`src/rtl/sat_pkg.sv`:
```
// Shared types for the segmented address translation unit.
// Assumes 32-bit memory words and 8-byte descriptors made of two words.
package sat_pkg;

    // Cached descriptor: base from the low word, limit and attributes from the high word.
    typedef struct packed {
        logic [11:0] attr;
        logic [19:0] limit;
        logic [31:0] base;
    } desc_t;

    typedef enum logic [1:0] {
        F_IDLE = 2'd0,
        F_LO   = 2'd1,
        F_HI   = 2'd2
    } fetch_st_t;

    localparam int unsigned   DESC_SHIFT = 3;          // descriptor size is 1 << DESC_SHIFT bytes
    localparam logic [19:0]   REAL_LIMIT = 20'h0FFFF;  // limit reported in real-address mode

endpackage

```
`src/rtl/sat_bound_chk.sv`:
```
// Table selection and bound check for a selector load.
// Computes the descriptor address in the chosen table and flags an index
// whose last descriptor byte lies beyond the table bound. Purely combinational.
module sat_bound_chk #(
    parameter int AW   = 32,
    parameter int SELW = 16,
    parameter int SZW  = 16,
    parameter int LIMW = 20,
    localparam int IXW = SELW - sat_pkg::DESC_SHIFT
) (
    input  logic [IXW-1:0]  idx,
    input  logic            use_local,
    input  logic [AW-1:0]   gbase,
    input  logic [SZW-1:0]  gsize,
    input  logic [AW-1:0]   lbase,
    input  logic [LIMW-1:0] llimit,
    output logic [AW-1:0]   desc_addr,
    output logic            oob
);
    logic [SELW-1:0] byte_off;
    logic [SELW-1:0] last_byte;

    // Byte offset of the descriptor and of its final byte inside the table.
    always_comb begin
        byte_off  = {idx, {sat_pkg::DESC_SHIFT{1'b0}}};
        last_byte = {idx, {sat_pkg::DESC_SHIFT{1'b1}}};
    end

    // Pick the table and compare against its bound.
    always_comb begin
        if (use_local) begin
            desc_addr = lbase + AW'(byte_off);
            oob       = LIMW'(last_byte) > llimit;
        end else begin
            desc_addr = gbase + AW'(byte_off);
            oob       = SZW'(last_byte) > gsize;
        end
    end
endmodule

```
`src/rtl/sat_fetch.sv`:
```
// Two-word descriptor fetch sequencer.
// On start, reads the low word then the high word over a request/ack port.
// The request is held with a stable address until acknowledged; done is
// high in the cycle the high word arrives, with desc_out valid then.
module sat_fetch #(
    parameter int AW = 32
) (
    input  logic                 clk,
    input  logic                 rst_n,
    input  logic                 start,
    input  logic [AW-1:0]        start_addr,
    input  logic                 mem_ack,
    input  logic [31:0]          mem_rdata,
    output logic                 mem_rd,
    output logic [AW-1:0]        mem_addr,
    output logic                 busy,
    output logic                 done,
    output sat_pkg::desc_t       desc_out
);
    import sat_pkg::*;

    fetch_st_t       st_q;
    logic [AW-1:0]   addr_q;
    logic [31:0]     lo_q;

    // Sequence the two reads and keep the low word until the high one arrives.
    always_ff @(posedge clk) begin
        if (!rst_n) begin
            st_q   <= F_IDLE;
            addr_q <= '0;
            lo_q   <= '0;
        end else begin
            case (st_q)
                F_IDLE: if (start) begin
                    addr_q <= start_addr;
                    st_q   <= F_LO;
                end
                F_LO: if (mem_ack) begin
                    lo_q   <= mem_rdata;
                    addr_q <= addr_q + AW'(4);
                    st_q   <= F_HI;
                end
                F_HI: if (mem_ack) begin
                    st_q <= F_IDLE;
                end
                default: st_q <= F_IDLE;
            endcase
        end
    end

    // Port outputs and assembled descriptor.
    always_comb begin
        busy     = (st_q != F_IDLE);
        mem_rd   = busy;
        mem_addr = addr_q;
        done     = (st_q == F_HI) && mem_ack;
        desc_out = '{attr: mem_rdata[31:20], limit: mem_rdata[19:0], base: lo_q};
    end
endmodule

```
`src/rtl/sat_seg_file.sv`:
```
// Segment registers with their hidden descriptor caches.
// One write port: a real-address write stores the value and a base of
// value*16; a fill stores a selector with its fetched descriptor.
// One combinational read port for translation.
module sat_seg_file #(
    parameter int NSEG = 4,
    parameter int SW   = 2,
    parameter int SELW = 16
) (
    input  logic                clk,
    input  logic                rst_n,
    input  logic                leg_we,
    input  logic                fill_we,
    input  logic [SW-1:0]       we_idx,
    input  logic [SELW-1:0]     we_sel,
    input  sat_pkg::desc_t      fill_desc,
    input  logic [SW-1:0]       rd_idx,
    output logic [SELW-1:0]     rd_sel,
    output sat_pkg::desc_t      rd_desc
);
    import sat_pkg::*;

    logic [SELW-1:0] sel_all  [NSEG];
    desc_t           desc_all [NSEG];

    for (genvar g = 0; g < NSEG; g++) begin : g_seg
        logic [SELW-1:0] sel_r;
        desc_t           desc_r;

        // Update this register on a write addressed to it.
        always_ff @(posedge clk) begin
            if (!rst_n) begin
                sel_r  <= '0;
                desc_r <= '0;
            end else if (we_idx == SW'(g)) begin
                if (leg_we) begin
                    sel_r  <= we_sel;
                    desc_r <= '{attr: 12'h000, limit: REAL_LIMIT, base: 32'({we_sel, 4'b0000})};
                end else if (fill_we) begin
                    sel_r  <= we_sel;
                    desc_r <= fill_desc;
                end
            end
        end

        assign sel_all[g]  = sel_r;
        assign desc_all[g] = desc_r;
    end

    // Read port for the translation path.
    always_comb begin
        rd_sel  = sel_all[rd_idx];
        rd_desc = desc_all[rd_idx];
    end
endmodule

```
`src/rtl/sat_unit.sv`:
```
// Segmented address translation unit, top level.
// Holds the global table register and the local table cache, accepts
// selector loads (checking the table bound, then fetching the descriptor)
// and translates offsets with a one-cycle registered result.
// Assumes prot_en is steady while a fetch is in progress.
module sat_unit #(
    parameter int NSEG = 4,
    parameter int AW   = 32,
    parameter int SELW = 16,
    parameter int SZW  = 16,
    localparam int SW  = (NSEG > 1) ? $clog2(NSEG) : 1,
    localparam int IXW = SELW - sat_pkg::DESC_SHIFT
) (
    input  logic             clk,
    input  logic             rst_n,
    input  logic             prot_en,
    input  logic             gtr_wr,
    input  logic [AW-1:0]    gtr_base,
    input  logic [SZW-1:0]   gtr_size,
    input  logic             ltr_wr,
    input  logic [SELW-1:0]  ltr_sel,
    input  logic             seg_wr,
    input  logic [SW-1:0]    seg_idx,
    input  logic [SELW-1:0]  seg_val,
    input  logic             xl_req,
    input  logic [SW-1:0]    xl_seg,
    input  logic [AW-1:0]    xl_off,
    output logic             xl_valid,
    output logic [AW-1:0]    xl_addr,
    output logic [19:0]      xl_limit,
    output logic [11:0]      xl_attr,
    output logic             busy,
    output logic             fault,
    output logic             mem_rd,
    output logic [AW-1:0]    mem_addr,
    input  logic             mem_ack,
    input  logic [31:0]      mem_rdata
);
    import sat_pkg::*;

    logic [AW-1:0]   gbase_q;
    logic [SZW-1:0]  gsize_q;
    logic [AW-1:0]   lbase_q;
    logic [19:0]     llim_q;
    logic            pend_ltr_q;
    logic [SW-1:0]   pend_idx_q;
    logic [SELW-1:0] pend_sel_q;
    logic            fault_q;
    logic            xl_valid_q;
    logic [AW-1:0]   xl_addr_q;
    logic [19:0]     xl_limit_q;
    logic [11:0]     xl_attr_q;

    logic            load_any, idle, start, oob, done, leg_we, fill_we, xl_go;
    logic [SELW-1:0] ld_sel;
    logic            ld_local;
    logic [AW-1:0]   desc_addr;
    desc_t           fetched;
    logic [SELW-1:0] rd_sel;
    desc_t           rd_desc;
    logic [19:0]     real_lin;

    // Load arbitration: the local table load wins over a segment write.
    always_comb begin
        idle     = !busy;
        load_any = ltr_wr || (seg_wr && prot_en);
        ld_sel   = ltr_wr ? ltr_sel : seg_val;
        ld_local = !ltr_wr && ld_sel[2];
        start    = load_any && idle && !oob;
        leg_we   = seg_wr && !prot_en && !ltr_wr && idle;
        fill_we  = done && !pend_ltr_q;
        xl_go    = xl_req && idle;
        real_lin = {rd_sel, 4'b0000} + {4'b0000, xl_off[15:0]};
    end

    sat_bound_chk #(.AW(AW), .SELW(SELW), .SZW(SZW), .LIMW(20)) u_bound (
        .idx       (ld_sel[SELW-1:DESC_SHIFT]),
        .use_local (ld_local),
        .gbase     (gbase_q),
        .gsize     (gsize_q),
        .lbase     (lbase_q),
        .llimit    (llim_q),
        .desc_addr (desc_addr),
        .oob       (oob)
    );

    sat_fetch #(.AW(AW)) u_fetch (
        .clk        (clk),
        .rst_n      (rst_n),
        .start      (start),
        .start_addr (desc_addr),
        .mem_ack    (mem_ack),
        .mem_rdata  (mem_rdata),
        .mem_rd     (mem_rd),
        .mem_addr   (mem_addr),
        .busy       (busy),
        .done       (done),
        .desc_out   (fetched)
    );

    sat_seg_file #(.NSEG(NSEG), .SW(SW), .SELW(SELW)) u_segs (
        .clk       (clk),
        .rst_n     (rst_n),
        .leg_we    (leg_we),
        .fill_we   (fill_we),
        .we_idx    (leg_we ? seg_idx : pend_idx_q),
        .we_sel    (leg_we ? seg_val : pend_sel_q),
        .fill_desc (fetched),
        .rd_idx    (xl_seg),
        .rd_sel    (rd_sel),
        .rd_desc   (rd_desc)
    );

    // Table registers: global written directly, local filled by a fetch.
    always_ff @(posedge clk) begin
        if (!rst_n) begin
            gbase_q <= '0;
            gsize_q <= '0;
            lbase_q <= '0;
            llim_q  <= '0;
        end else begin
            if (gtr_wr) begin
                gbase_q <= gtr_base;
                gsize_q <= gtr_size;
            end
            if (done && pend_ltr_q) begin
                lbase_q <= fetched.base;
                llim_q  <= fetched.limit;
            end
        end
    end

    // Remember the destination of an accepted load; flag a rejected one.
    always_ff @(posedge clk) begin
        if (!rst_n) begin
            pend_ltr_q <= 1'b0;
            pend_idx_q <= '0;
            pend_sel_q <= '0;
            fault_q    <= 1'b0;
        end else begin
            fault_q <= load_any && idle && oob;
            if (start) begin
                pend_ltr_q <= ltr_wr;
                pend_idx_q <= seg_idx;
                pend_sel_q <= ld_sel;
            end
        end
    end

    // Registered translation result.
    always_ff @(posedge clk) begin
        if (!rst_n) begin
            xl_valid_q <= 1'b0;
            xl_addr_q  <= '0;
            xl_limit_q <= '0;
            xl_attr_q  <= '0;
        end else begin
            xl_valid_q <= xl_go;
            if (xl_go) begin
                if (prot_en) begin
                    xl_addr_q  <= rd_desc.base + xl_off;
                    xl_limit_q <= rd_desc.limit;
                    xl_attr_q  <= rd_desc.attr;
                end else begin
                    xl_addr_q  <= AW'(real_lin);
                    xl_limit_q <= REAL_LIMIT;
                    xl_attr_q  <= 12'h000;
                end
            end
        end
    end

    assign xl_valid = xl_valid_q;
    assign xl_addr  = xl_addr_q;
    assign xl_limit = xl_limit_q;
    assign xl_attr  = xl_attr_q;
    assign fault    = fault_q;
endmodule

```
`config.mk`:
```
export PLATFORM = sky130hd
export DESIGN_NAME = sat_unit
export DESIGN_NICKNAME = d
export VERILOG_FILES = /design/src/rtl/sat_pkg.sv /design/src/rtl/sat_bound_chk.sv /design/src/rtl/sat_fetch.sv /design/src/rtl/sat_seg_file.sv /design/src/rtl/sat_unit.sv
export SDC_FILE = /design/constraint.sdc
export NUM_CORES = 1
export LEC_CHECK = 0
export ABC_CLOCK_PERIOD_IN_PS = 6000
export BUFFER_PORTS_ARGS = -buffer_cell sky130_fd_sc_hd__buf_2
export CORE_MARGIN = 3
export CORE_UTILIZATION = 60
export CTS_CLUSTER_SIZE = 8
export DETAILED_ROUTE_END_ITERATION = 8
export PLACE_DENSITY = 0.8
export SKIP_CTS_REPAIR_TIMING = 1
export SLEW_MARGIN = 20
export SYNTH_ARGS = -nofsm -noshare
export SYNTH_HDL_FRONTEND = slang
export SYNTH_HIERARCHICAL = 1
export SYNTH_SLANG_ARGS = --single-unit
```
`constraint.sdc`:
```
create_clock -name clk -period 6 [get_ports clk]
set_input_delay 1.2 -clock clk [delete_from_list [all_inputs] [get_ports clk]]
set_output_delay 1.2 -clock clk [all_outputs]
set_load 0.005 [all_outputs]
```
==> out/metrics.cfg, run 1 <==
[cells_and_area]
drive_above_1_share_pct=16.4
syn2layout_area_growth_pct=10.9
multi_input_area_um2=15700
nets=3636
nFillCells=3712
register_area_um2=11400

[timing]
fin_crit_ns=4.67
setup_viol=0
clock_skew_ns=0.0197
layout_setup_ws_ns=1.33
max_freq_mhz=214
slew_headroom_pct=26.8
grt_setup_unrepaired=no
worstMarginPinSlew_ns=1.10
finalMaxSlewViolations=0
finalHoldViolCount=0
fin_setup_tns_ns=0
period_share_pct=77.9

[power]
p_per_area_nw_per_um2=296
clkPwrFrac_pct=42.7
comb_power_share_pct=14.3
sw_frac_of_total_pct=27.2
seqPwrFrac_pct=43.0
power.leakage_nw=11.8
ir_drop_v=0.000215
p_total_mw=9.45
p_int_mw=6.88
p_sw_mw=2.57

[die]
die_w_um=225
ioPinCount=256
initial_utilization_pct=61.3
die_area_um2=50700
core-area_um2=47000
die-height_um=225
rows=79

[route]
first_pass_iters=6
routed-via-count=26400
vias_per_cell=6.59
wl_per_cell_um=21.9
wl_mm=87.8
antenna_left=0
drc=0
drt_first_iter_violations=3637

[yosys]
seq_area_frac_synth_pct=39.7
syn_avg_cell_area_um2=8.65
ys_async_sr_fraction_pct=0
synth_nets=3572
ys_top_cells_by_count=dfxtp_1 (571), a21oi_1 (481), nand2_1 (373)
ys_top_cells_by_area=dfxtp_1 (40%), a21oi_1 (8.4%), mux4_2 (6.3%)
synthCells=3330
synth_ff_type=dfxtp_1
synth.most_common_cell=dfxtp_1
ys_ff_latch=571
syn-cell-area_um2=28800
synth_edf_count=0
ys_warn_count=6
yosysTopAreaCellShare_pct=39.7
ys_types=90
synth_area_leader_cell=dfxtp_1

[clocking]
cts.sinks=571
clk_latency_ns=0.60
cts_buffer_depth=3
cts_root_buf=clkbuf_16
clk_pin_slew_worst_paths_ns=0.05
cts_buffers=81
cts_tree=done
htreeDepth=3

[setup_path]
cp-start-kind=input port
crit_type=in -> reg
setup.worst_path.end_class=flip-flop
reg2reg_depth=12
r2r_start=u_segs/desc_all[0]
critPathLaunch=ltr_wr
crit_fanout=20
arrival_ns=5.12
worstPathRequired_ns=6.45

[placement]
portBuffers=255
preCtsSetupSlack_ns=0.808
place.gp.congestion=0.984
hpwl_mm=58.4

[global_routing]
antenna_found_initial=7
grt_max_degree=183
grt_pass1_vias=25000
grt_pass1_wl_mm=136
grtUsageTotal_pct=33.4
grt-ovfl-total=0

[run_status]
status=completed

[min_path]
min_from=xl_attr[9]
worst_hold_path.num_cells=2
hold_path_class=reg -> reg

[job]
max-cap-violations=0

==> cell type report <==
cell class | instances | share of cell area, %
inverter | 49 | 0.623
clock inverter | 3 | 0.0705
tap | 607 | 2.38
antenna | 3 | 0.0235
clock buffer | 87 | 6.68
multi-input combinational | 2392 | 49.2
sequential | 571 | 35.8
timing repair buffer | 299 | 5.20
==> routing by layer <==
layer	GRT usage [%]	routed length, µm	vias to the layer above
met5	0	56	-
met4	11.6	2570	8
met3	6.42	8920	197
met2	52.8	40100	1500
met1	46.1	36100	12600
li1	-	-	12100
==> power groups by stage <==
stage          clock network [mW]  registers, mW  logic [mW]
6_report                     4.04           4.07        1.35
4_1_cts                      4.08           4.06        1.32
5_1_grt                      4.23           4.08        1.46
3_3_place_gp                    0           4.13        1.28
3_5_place_dp                    0           4.13        1.31
2_1_floorplan                   0           4.10       0.931
==> state kept, by name, indices dropped and copies added, names as in the netlist <==
name and count:
lbase_q 32, u_fetch/st_q 2, pend_sel_q 16, xl_addr 32
xl_attr 12, gbase_q 32, llim_q 20, u_fetch/mem_addr 32
u_segs/desc_all 256, fault 1, gsize_q 16, u_segs/g_seg.sel_r 64
u_fetch/lo_q 32, xl_limit 20, pend_idx_q 2, pend_ltr_q 1
xl_valid 1
==> logic make-up (layout without fill, tap and decap cells) <==
group                      after synthesis  after routing  share of synthesized area, %
AOI/OAI and AO/OA                      995            995                          20.8
DFF                                    571            571                          39.7
and+or+nand+nor                       1023           1023                          16.4
other                                    0              3                             0
muxes                                  231            231                          11.7
buffers and inverters                  367            438                          5.91
xor gates and xnor gates                57             57                          1.73
adders and majority gates               86             86                          3.81
==> per-stage QoR <==
stage	utilization [%]	hold WS [ns]	std cells	cell area (µm²)
after floorplan	-	0.433	3330	28800
after global placement	63.4	0.434	3918	29800
after detailed placement	63.4	0.439	3918	29800
after CTS	68.0	0.451	4008	31900
after global routing	68.0	0.468	4008	31900
final	68.0	0.450	4011	31900
==> placed cells by master (no fill, tap or decap), drive strengths merged, types with 10 or more instances in the layout <==
master  instances
o211ai         15
a31oi          18
nand3         197
nor4           10
mux2           49
nor2b          52
buf           299
ha             83
a211oi         84
dfxtp         571
inv            50
nor3b          20
nand4          33
nor2          225
a21o           25
mux2i         102
and3           16
nand2b         13
nand2         373
mux4           80
a21oi         484
a311oi         71
clkbuf         87
xnor2          32
nor3           47
xor2           25
o21ai         210
==> worst max-delay path: stages <==
cell and delay, ns:
buf_2 0.48, mux2_2 0.45, ha_1 0.32, a21o_1 0.17, a21o_1 0.17, a2111oi_0 0.44
o32ai_1 0.24, nor3_2 0.24, nand2b_1 0.12, a21oi_2 0.58, buf_4 0.31, o21ai_0 0.12
a2bb2oi_1 0.21, nor2_1 0.06
==> worst paths after layout <==
| kind | end | slack (ns) |
|---|---|---|
| setup reg to reg | xl_addr[30] | 1.99 |
| hold reg to reg | xl_attr[9] | 0.45 |
| hold / removal | xl_attr[9] | 0.45 |
| setup / recovery | u_fetch/mem_addr[8] | 1.33 |
Power figures use the tool's default switching activity.
==> run 2, diff against run 1 <==
--- a/config.mk
+++ b/config.mk
@@ -5,13 +5,13 @@
 export SDC_FILE = /design/constraint.sdc
 export NUM_CORES = 1
 export LEC_CHECK = 0
-export ABC_CLOCK_PERIOD_IN_PS = 6000
+export ABC_CLOCK_PERIOD_IN_PS = 3900
 export BUFFER_PORTS_ARGS = -buffer_cell sky130_fd_sc_hd__buf_2
 export CORE_MARGIN = 3
-export CORE_UTILIZATION = 60
+export CORE_UTILIZATION = 54
 export CTS_CLUSTER_SIZE = 8
 export DETAILED_ROUTE_END_ITERATION = 8
-export PLACE_DENSITY = 0.8
+export PLACE_DENSITY = 0.76
 export SKIP_CTS_REPAIR_TIMING = 1
 export SLEW_MARGIN = 20
 export SYNTH_ARGS = -nofsm -noshare
==> constraint.sdc (replaced) <==
create_clock -name clk -period 3.9 [get_ports clk]
set_input_delay 0.78 -clock clk [delete_from_list [all_inputs] [get_ports clk]]
set_output_delay 0.78 -clock clk [all_outputs]
set_load 0.005 [all_outputs]
==> run 2 against run 1 <==
Final cell count grew 6.4%. Worst setup slack lost 1.0 ns. Via count shrank 0.45%. Routed wire length shrank 1.3%. Sequential power grew 54%. Global-route usage shrank 3.7 points. Critical endpoint is now u_fetch/mem_addr[26]. Core utilization shrank 3.9 points. Critical path depth grew 1. Design area grew 5.8%. Critical path type unchanged. Hold slack lost 0.047 ns.
==> out/metrics.cfg, run 2 (same netlist as run 1, synthesis figures left out) <==
[power]
power.leakage_nw=12.8
ir_drop_v=0.000333
p_per_area_nw_per_um2=436

[cells_and_area]
syn2layout_area_growth_pct=17.4
final_cell_mix=dfxtp_1 (571), a21oi_1 (481), nand2_1 (373), buf_2 (253), nor2_1 (223)
nets=3813
largest_reg_flops=256
nFillCells=4378
final_common_cell=dfxtp_1
multi_input_area_um2=16000
drive_above_1_share_pct=21.1
finish.utilization_pct=64.2
post-route-cell-area_um2=33800
register_area_um2=11400

[min_path]
hold_path_class=in -> reg

[placement]
hpwl_mm=59.3
place.gp.congestion=0.953
place_area_um2=31600
portBuffers=255
preCtsSetupSlack_ns=-0.303

[route]
wl_mm=86.6
first_pass_iters=6
drc=0
drt_first_iter_violations=2924
wl_per_cell_um=20.3
routed-via-count=26300
top_layer_used=met5
met3_wirelength_mm=7.31
antenna_left=0
vias_per_cell=6.16
drt-met1-wl_mm=36.7
wl_met2_mm=40.3

[setup_path]
crit_top_cell=a211oi_1
crit_fanout=8
setup.worst_path.end_class=flip-flop
arrival_ns=4.14
crit_type=in -> reg
cp_slowest_cell=or3_2
worstPathRequired_ns=4.43
cp_cell_sequence=buf_2, mux2_2, ha_1, a21oi_1, nor2_1, a211oi_1, o21ai_0, a211oi_1, o32ai_2, nor3_4, nand2b_4, a21o_1, or3_2, or3_1, o211ai_1
slowest_delay_ns=0.43
cp-start-kind=input port

[die]
ioPinCount=256
die_w_um=237
rows=84
core-area_um2=52700
initial_utilization_pct=54.7
die-height_um=237
die_area_um2=56100

[clocking]
cts_buffer_depth=3
cts_buffers=81
clk_latency_ns=0.61
clk_pin_slew_worst_paths_ns=0.05
cts_tree=done
cts.sinks=571
htreeDepth=3
cts_root_buf=clkbuf_16

[timing]
max_freq_mhz=277
grt_setup_unrepaired=no
setup_viol=0
clock_skew_ns=0.0195
finalMaxSlewViolations=0
worstMarginPinSlew_ns=0.838
finalHoldViolCount=0
period_share_pct=92.5
fin_crit_ns=3.61
fin_hold_ws_ns=0.403
layout_setup_ws_ns=0.292
slew_headroom_pct=44.1

[run_status]
status=completed

[job]
max-cap-violations=0

[global_routing]
antenna_found_initial=9
grt_max_degree=177
grt_pass1_vias=24600
grt_pass1_wl_mm=136
grtUsageTotal_pct=29.7
grt-ovfl-total=0

[run 2: final timing paths]
kind                                     startpoint              endpoint  slack (ns)  depth (start not counted)
worst max-delay path                         ltr_wr  u_fetch/mem_addr[26]        0.29                         15
worst min-delay path                   gtr_base[25]           gbase_q[25]        0.40                          3
worst max register to register  u_segs/desc_all[64]           xl_addr[30]        0.38                         13
worst min register to register          xl_addr[24]           xl_addr[24]        0.44                          2
[run 2: metrics by stage]
step                      instances  TNS, ns  power, mW
after floorplan                3330   -0.610       7.80
after global placement         4176    -5.05       8.56
after detailed placement       4176    -7.21       8.59
after CTS                      4266        0       14.7
after global routing           4267        0       15.3
final                          4268        0       14.7
[run 2: final cells by class]
cell class / instances / area share, %
Timing Repair Buffer: 476 / 9.44
Clock inverter: 6 / 0.244
Tap cell: 688 / 2.55
Multi-Input combinational cell: 2392 / 47.2
Clock buffer: 84 / 6.09
Antenna cell: 2 / 0.0148
Inverter: 49 / 0.596
Sequential cell: 571 / 33.8
[run 2: power by group]
group          internal [mW]  switching, mW
Sequential              6.07          0.173
Clock                   3.70           2.49
Combinational          0.889           1.39
Total                   10.7           4.05
[run 2: layer usage]
layer  vias to the layer above  GRT usage, %
li1                      12500             -
met1                     12500          41.3
met2                      1149          47.0
met3                       133          5.38
met4                        14          9.62
met5                         -             0
[run 2: worst max-delay path, delay by kind of cell]
kind / cells / cell delay (ns)
adder cells (fa/ha/maj): 1 / 0.32
buffers and inverters: 1 / 0.25
multiplexers: 1 / 0.42
AO/OA/AOI/OAI: 7 / 1.17
AND/OR/NAND/NOR: 5 / 1.19
